File: src/rtl/condseq_pkg.sv
package condseq_pkg;
  localparam int COND_W  = 4;
  localparam int MASK_W  = 4;
  localparam int STATE_W = COND_W + MASK_W;
  localparam int INSTR_W = 16;
  localparam int OP_W    = INSTR_W - STATE_W;

  localparam logic [OP_W-1:0]   PREFIX_OP   = 8'b1011_1111;
  localparam logic [COND_W-1:0] COND_ALWAYS = 4'b1110;
  localparam logic [COND_W-1:0] COND_RSVD   = 4'b1111;

  typedef enum logic [1:0] {
    ILL_UNDEF = 2'b00,
    ILL_NOP   = 2'b01,
    ILL_ACCEPT = 2'b10,
    ILL_UNDEF2 = 2'b11
  } illMode_e;

  typedef struct packed {
    logic               loadState;
    logic [STATE_W-1:0] loadValue;
    logic               doAdvance;
    logic               raiseUndef;
    logic               raiseNop;
  } seqCtrl_t;
endpackage

File: src/rtl/condseq_ctrl.sv
module condseq_ctrl
  import condseq_pkg::*;
(
  input  logic               instrValid,
  input  logic [INSTR_W-1:0] instrWord,
  input  logic               advance,
  input  logic               restoreValid,
  input  logic [STATE_W-1:0] restoreState,
  input  logic [1:0]         illegalMode,
  input  logic               inBlock,
  output seqCtrl_t           ctrl
);
  logic [COND_W-1:0] firstCond;
  logic [MASK_W-1:0] thenMask;
  logic              isPrefix;
  logic              badCond;
  logic              isIllegal;
  logic [COND_W-1:0] fixedCond;
  illMode_e          mode;

  assign firstCond = instrWord[MASK_W +: COND_W];
  assign thenMask  = instrWord[MASK_W-1:0];
  assign isPrefix  = instrValid && (instrWord[INSTR_W-1 -: OP_W] == PREFIX_OP)
                     && (thenMask != '0);
  assign badCond   = (firstCond == COND_RSVD) ||
                     ((firstCond == COND_ALWAYS) && ($countones(thenMask) != 1));
  assign isIllegal = badCond || inBlock;
  assign fixedCond = (firstCond == COND_RSVD) ? COND_ALWAYS : firstCond;
  assign mode      = illMode_e'(illegalMode);

  always_comb begin
    ctrl = '0;
    if (restoreValid) begin
      ctrl.loadState = 1'b1;
      ctrl.loadValue = (restoreState[MASK_W-1:0] == '0) ? '0 : restoreState;
    end else if (isPrefix) begin
      if (!isIllegal || mode == ILL_ACCEPT) begin
        ctrl.loadState = 1'b1;
        ctrl.loadValue = {fixedCond, thenMask};
      end else if (mode == ILL_NOP) begin
        ctrl.raiseNop = 1'b1;
      end else begin
        ctrl.raiseUndef = 1'b1;
      end
    end else if (advance && inBlock) begin
      ctrl.doAdvance = 1'b1;
    end
  end

  // strobes to the datapath are mutually exclusive
  always_comb begin
    assert_strobes_exclusive_R7: assert ($onehot0({ctrl.loadState, ctrl.doAdvance,
                                                   ctrl.raiseUndef, ctrl.raiseNop}));
  end
endmodule

File: src/rtl/condseq_state.sv
module condseq_state
  import condseq_pkg::*;
(
  input  logic               clk,
  input  logic               rstN,
  input  seqCtrl_t           ctrl,
  output logic [STATE_W-1:0] stateQ,
  output logic               undefQ,
  output logic               nopQ
);
  logic [STATE_W-1:0] shifted;
  logic [STATE_W-1:0] stateD;

  // upper condition bits stay, the lower five move one place up
  assign shifted = {stateQ[STATE_W-1 -: COND_W-1], stateQ[MASK_W-1:0], 1'b0};

  always_comb begin
    stateD = stateQ;
    if (ctrl.loadState) begin
      stateD = ctrl.loadValue;
    end else if (ctrl.doAdvance) begin
      stateD = (shifted[MASK_W-1:0] == '0) ? '0 : shifted;
    end
  end

  always_ff @(posedge clk) begin
    if (!rstN) begin
      stateQ <= '0;
      undefQ <= 1'b0;
      nopQ   <= 1'b0;
    end else begin
      stateQ <= stateD;
      undefQ <= ctrl.raiseUndef;
      nopQ   <= ctrl.raiseNop;
    end
  end

  assert_flags_exclusive_R7: assert property (@(posedge clk) disable iff (!rstN)
    !(undefQ && nopQ));

  assert_empty_is_zero_R4: assert property (@(posedge clk) disable iff (!rstN)
    (stateQ[MASK_W-1:0] == '0) |-> (stateQ == '0));

  assert_advance_holds_base_R3: assert property (@(posedge clk) disable iff (!rstN)
    ctrl.doAdvance |=> ((stateQ[STATE_W-1 -: COND_W-1] == $past(stateQ[STATE_W-1 -: COND_W-1]))
                        || (stateQ == '0)));

  assert_flag_keeps_state_R6: assert property (@(posedge clk) disable iff (!rstN)
    (ctrl.raiseUndef || ctrl.raiseNop) |=> (stateQ == $past(stateQ)));
endmodule

File: src/rtl/cond_block_seq.sv
module cond_block_seq
  import condseq_pkg::*;
(
  input  logic         clk,
  input  logic         rstN,
  input  logic         instrValid,
  input  logic [15:0]  instrWord,
  input  logic         advance,
  input  logic         restoreValid,
  input  logic [7:0]   restoreState,
  input  logic [1:0]   illegalMode,
  output logic         inBlock,
  output logic [3:0]   curCond,
  output logic         blockLast,
  output logic         undefFlag,
  output logic         nopFlag
);
  seqCtrl_t           ctrl;
  logic [STATE_W-1:0] stateQ;

  condseq_ctrl u_ctrl (
    .instrValid  (instrValid),
    .instrWord   (instrWord),
    .advance     (advance),
    .restoreValid(restoreValid),
    .restoreState(restoreState),
    .illegalMode (illegalMode),
    .inBlock     (inBlock),
    .ctrl        (ctrl)
  );

  condseq_state u_state (
    .clk   (clk),
    .rstN  (rstN),
    .ctrl  (ctrl),
    .stateQ(stateQ),
    .undefQ(undefFlag),
    .nopQ  (nopFlag)
  );

  assign curCond   = stateQ[STATE_W-1 -: COND_W];
  assign inBlock   = (stateQ[MASK_W-1:0] != '0);
  assign blockLast = (stateQ[MASK_W-1:0] == {1'b1, {(MASK_W-1){1'b0}}});

  // port-level view of the prefix for the checks below
  logic portPrefix;
  logic portLegal;
  assign portPrefix = instrValid && (instrWord[15:8] == 8'hBF) && (instrWord[3:0] != 4'h0);
  assign portLegal  = (instrWord[7:4] != 4'hF) &&
                      !((instrWord[7:4] == 4'hE) && ($countones(instrWord[3:0]) != 1));

  assert_legal_load_R2: assert property (@(posedge clk) disable iff (!rstN)
    (portPrefix && portLegal && !inBlock && !restoreValid)
      |=> (inBlock && curCond == $past(instrWord[7:4])));

  assert_undef_mode_R6: assert property (@(posedge clk) disable iff (!rstN)
    (portPrefix && !portLegal && illegalMode == 2'b00 && !restoreValid)
      |=> (undefFlag && curCond == $past(curCond)));

  assert_last_ends_R4: assert property (@(posedge clk) disable iff (!rstN)
    (blockLast && advance && !restoreValid && !portPrefix) |=> !inBlock);

  assert_restore_wins_R10: assert property (@(posedge clk) disable iff (!rstN)
    (restoreValid && restoreState[3:0] != 4'h0)
      |=> (curCond == $past(restoreState[7:4]) && inBlock));

  assert_idle_advance_R5: assert property (@(posedge clk) disable iff (!rstN)
    (!inBlock && !restoreValid && !portPrefix) |=> !inBlock);
endmodule

File: config.mk
export PLATFORM = sky130hd
export DESIGN_NAME = cond_block_seq
export DESIGN_NICKNAME = d
export VERILOG_FILES = /design/src/rtl/condseq_pkg.sv /design/src/rtl/condseq_ctrl.sv /design/src/rtl/condseq_state.sv /design/src/rtl/cond_block_seq.sv
export SDC_FILE = /design/constraint.sdc
export NUM_CORES = 1
export LEC_CHECK = 0
export CAP_MARGIN = 10
export CELL_PAD_IN_SITES_DETAIL_PLACEMENT = 1
export CELL_PAD_IN_SITES_GLOBAL_PLACEMENT = 2
export CORE_ASPECT_RATIO = 1.1
export CORE_MARGIN = 2
export CORE_UTILIZATION = 24
export CTS_BUF_LIST = sky130_fd_sc_hd__clkbuf_8
export CTS_CLUSTER_SIZE = 40
export DETAILED_ROUTE_END_ITERATION = 10
export GPL_TIMING_DRIVEN = 0
export PLACE_DENSITY = 0.95
export REMOVE_ABC_BUFFERS = 1
export SLEW_MARGIN = 20
export SYNTH_ARGS = -nofsm -noshare
export SYNTH_HDL_FRONTEND = slang
export SYNTH_SLANG_ARGS = --single-unit
File: constraint.sdc
create_clock -name clk -period 5.77 [get_ports clk]
set_input_delay 1.154 -clock clk [delete_from_list [all_inputs] [get_ports clk]]
set_output_delay 1.154 -clock clk [all_outputs]
set_load 0.01 [all_outputs]
==> impl_metrics.tcl <==
set metrics [dict create \
    max_slew_margin 0.726 \
    dp_hpwl_mm 1.95 \
    syn-mean-instance-area_sq_um 8.76 \
    synthArstFlopShare 0 \
    critPathTopFamily "adder cells" \
    max_freq_mhz 259 \
    hold_depth 2 \
    tns_ps 0 \
    clockBufferDepth 2 \
    busiest_layer "met2" \
    startpoint_type "input port" \
    synth-warning-count 0 \
    syn-cell-area_sq_um 806 \
    grt.overflow.total 0 \
    p_leak_nw 0.507 \
    yosysSeqAreaShare 0.248 \
    synth_edf_count 0 \
    tightest_slew_ps 406 \
    yosys.cell_count.top_type "dfxtp_1" \
    cp_num_cells 10 \
    hold_violations 0 \
    grt_max_degree 16 \
    tritoncts "yes" \
    ctsHoldBuffers 0 \
    slew_violations 0 \
    status "finished clean" \
    drtAntennaViolNets 0 \
    p_int_mw 0.187 \
    fp.dieH_um 64.8 \
    required_ps 5950 \
    clk_pin_slew_worst_paths_ps 50 \
    synth_top_area_cell "dfxtp_1" \
    drt-vias-per-instance 5.09 \
    regArea_sq_um 200 \
    power_switching_mw 0.0743 \
    fin_nets 164 \
    ir_drop_mv 0.0879 \
    cp-end-kind "flop" \
    coreArea_sq_um 3280 \
    numCtsBuffers 3 \
    combPwrFrac 0.346 \
    multi_input_area_sq_um 512 \
    antenna_found_initial 0 \
    totalWireLength_mm 2.36 \
    layout_worst_path_cycle_share 0.668 \
    ys_types 37 \
    die_w_um 59.2 \
    cp.buffers_inverters 2 \
    yosysTopAreaCellShare 0.248 \
    p_per_area_nw_per_um2 213 \
    drtIter0Drc 19 \
    clock_sinks 10 \
    period_needed_ps 3860 \
    swShare 0.284 \
    cts-root-buf "clkbuf_8" \
    pwr-share-seq 0.317 \
    cp_cell_sequence "clkdlybuf4s50_1 -> inv_1 -> ha_1 -> ha_1 -> fa_1 -> nor4b_1 -> o21ai_1 -> a22oi_4 -> or2_0 -> o221a_1" \
    use_met1 0.145 \
    hold_class "reg -> reg" \
    final_cells 162 \
    met2_usage 0.228 \
    placed_cells 158 \
    grt_use_total 0.131 \
    crit_path_max_incr_delay_ps 520 \
    initial_core_util 0.246 \
    grt_pass1_wl_mm 3.80 \
    critPathKind "in -> reg" \
    place_congestion 0.742 \
    dieArea_sq_um 3840 \
    reg2reg_depth 5 \
    cts_resized 0 \
    ios 39 \
    ys.flop_type "dfxtp_1" \
    synthTopCellsByArea "dfxtp_1, ha_1, o31ai_1" \
    diodes 0 \
    worst_path_most_repeated_cell "ha_1" \
    crit_fanout 15 \
    vias 825 \
    syn2layout_area_growth_pct 52.2 \
    drt-pass1-iter-count 2 \
    wl_per_cell_um 14.5 \
    drc 0 \
    rsz0062_at_grt "false" \
    whs_ps 547 \
    rows 22 \
    drive_gt1_frac 0.0794 \
    synth_cells 92 \
    port_buffers 38 \
    cpMaxStageDelayCell "clkdlybuf4s50_1" \
    grtUsageMet3 0.0259 \
    clk_latency_ps 240 \
    clkPwrFrac 0.338 \
    drv_cap 0 \
    cts_max_level 1 \
    synthTopCellsByCount "dfxtp_1, nand2_1, inv_1" \
    skew_ps 1.41 \
    setup_viol 0 \
    synth_seq_cells 10 \
    fillers 389 \
    cp.arrival_ps 4040 \
    post_cts_buffers 0 \
    grt_pass1_vias 885 \
]
==> final timing paths <==
| kind | start | endpoint | slack, ps |
|---|---|---|---|
| min reg2reg | u_state.stateQ[4] | u_state.stateQ[4] | 550 |
| max | instrWord[0] | u_state.stateQ[1] | 1910 |
| min | u_state.stateQ[4] | u_state.stateQ[4] | 550 |
| max reg2reg | u_state.stateQ[2] | u_state.stateQ[1] | 3960 |
==> worst reg2reg max path, cell delays in order, from the launching register on <==
cell and delay (ps):
dfxtp_1 330, nor4_2 430, o21ai_1 180, a22oi_4 400, or2_0 220, o221a_1 190
==> metal layers <==
metal  wire [um]  part of all wire
met3         152             0.064
met1         983              0.42
met4          31             0.013
met5           0                 0
met2        1190              0.50
==> cell usage in the layout (no fill, tap or decap), types with 2 or more instances in the layout <==
master and count:
a21oi_1 7, a2bb2oi_1 3, and4_1 2, clkbuf_8 4
clkdlybuf4s50_1 38, dfxtp_1 10, ha_1 5, inv_1 8
nand2_1 9, nand3_1 2, nor2_1 3, nor3b_1 2
nor4b_1 2, o211a_1 2, o21a_1 2, o221a_1 2
o31ai_1 5, o41ai_1 2
==> state kept, by name, indices dropped and copies added (netlist names) <==
signal and flops:
u_state.nopQ 1, u_state.stateQ 8, u_state.undefQ 1
==> kinds of logic after synthesis <==
group / count (synthesis) / synth area share
flops: 10 / 0.248
simple gates: 29 / 0.238
buf+inv: 17 / 0.116
fa+ha+maj: 6 / 0.102
compound gates: 30 / 0.295
==> area by class of cell <==
| class | instances | area share |
|---|---|---|
| multi-input cells | 65 | 0.417 |
| repair buffers | 38 | 0.310 |
| flip-flops and latches | 10 | 0.163 |
| clock buffers | 4 | 0.0449 |
| well taps | 36 | 0.0367 |
| inverters | 9 | 0.0276 |
==> power groups by stage <==
stage / clock network (mW) / logic, mW / registers (mW)
6_report: 0.0884 / 0.0904 / 0.0828
5_1_grt: 0.0951 / 0.100 / 0.0835
4_1_cts: 0.0921 / 0.0915 / 0.0828
3_5_place_dp: 0 / 0.0906 / 0.0841
3_3_place_gp: 0 / 0.0881 / 0.0837
2_1_floorplan: 0 / 0.0447 / 0.0842
==> through the flow <==
| stage | setup slack [ps] | utilization | area, sq um | power (mW) |
|---|---|---|---|---|
| CTS | 1900 | 0.374 | 1230 | 0.266 |
| global route | 1680 | 0.374 | 1230 | 0.279 |
| floorplan | 2470 | - | 746 | 0.129 |
| detailed placement | 1650 | 0.358 | 1170 | 0.175 |
| global placement | 1710 | 0.358 | 1170 | 0.172 |
| finish | 1910 | 0.374 | 1230 | 0.262 |
No activity file was read; power rests on OpenSTA's default activity.
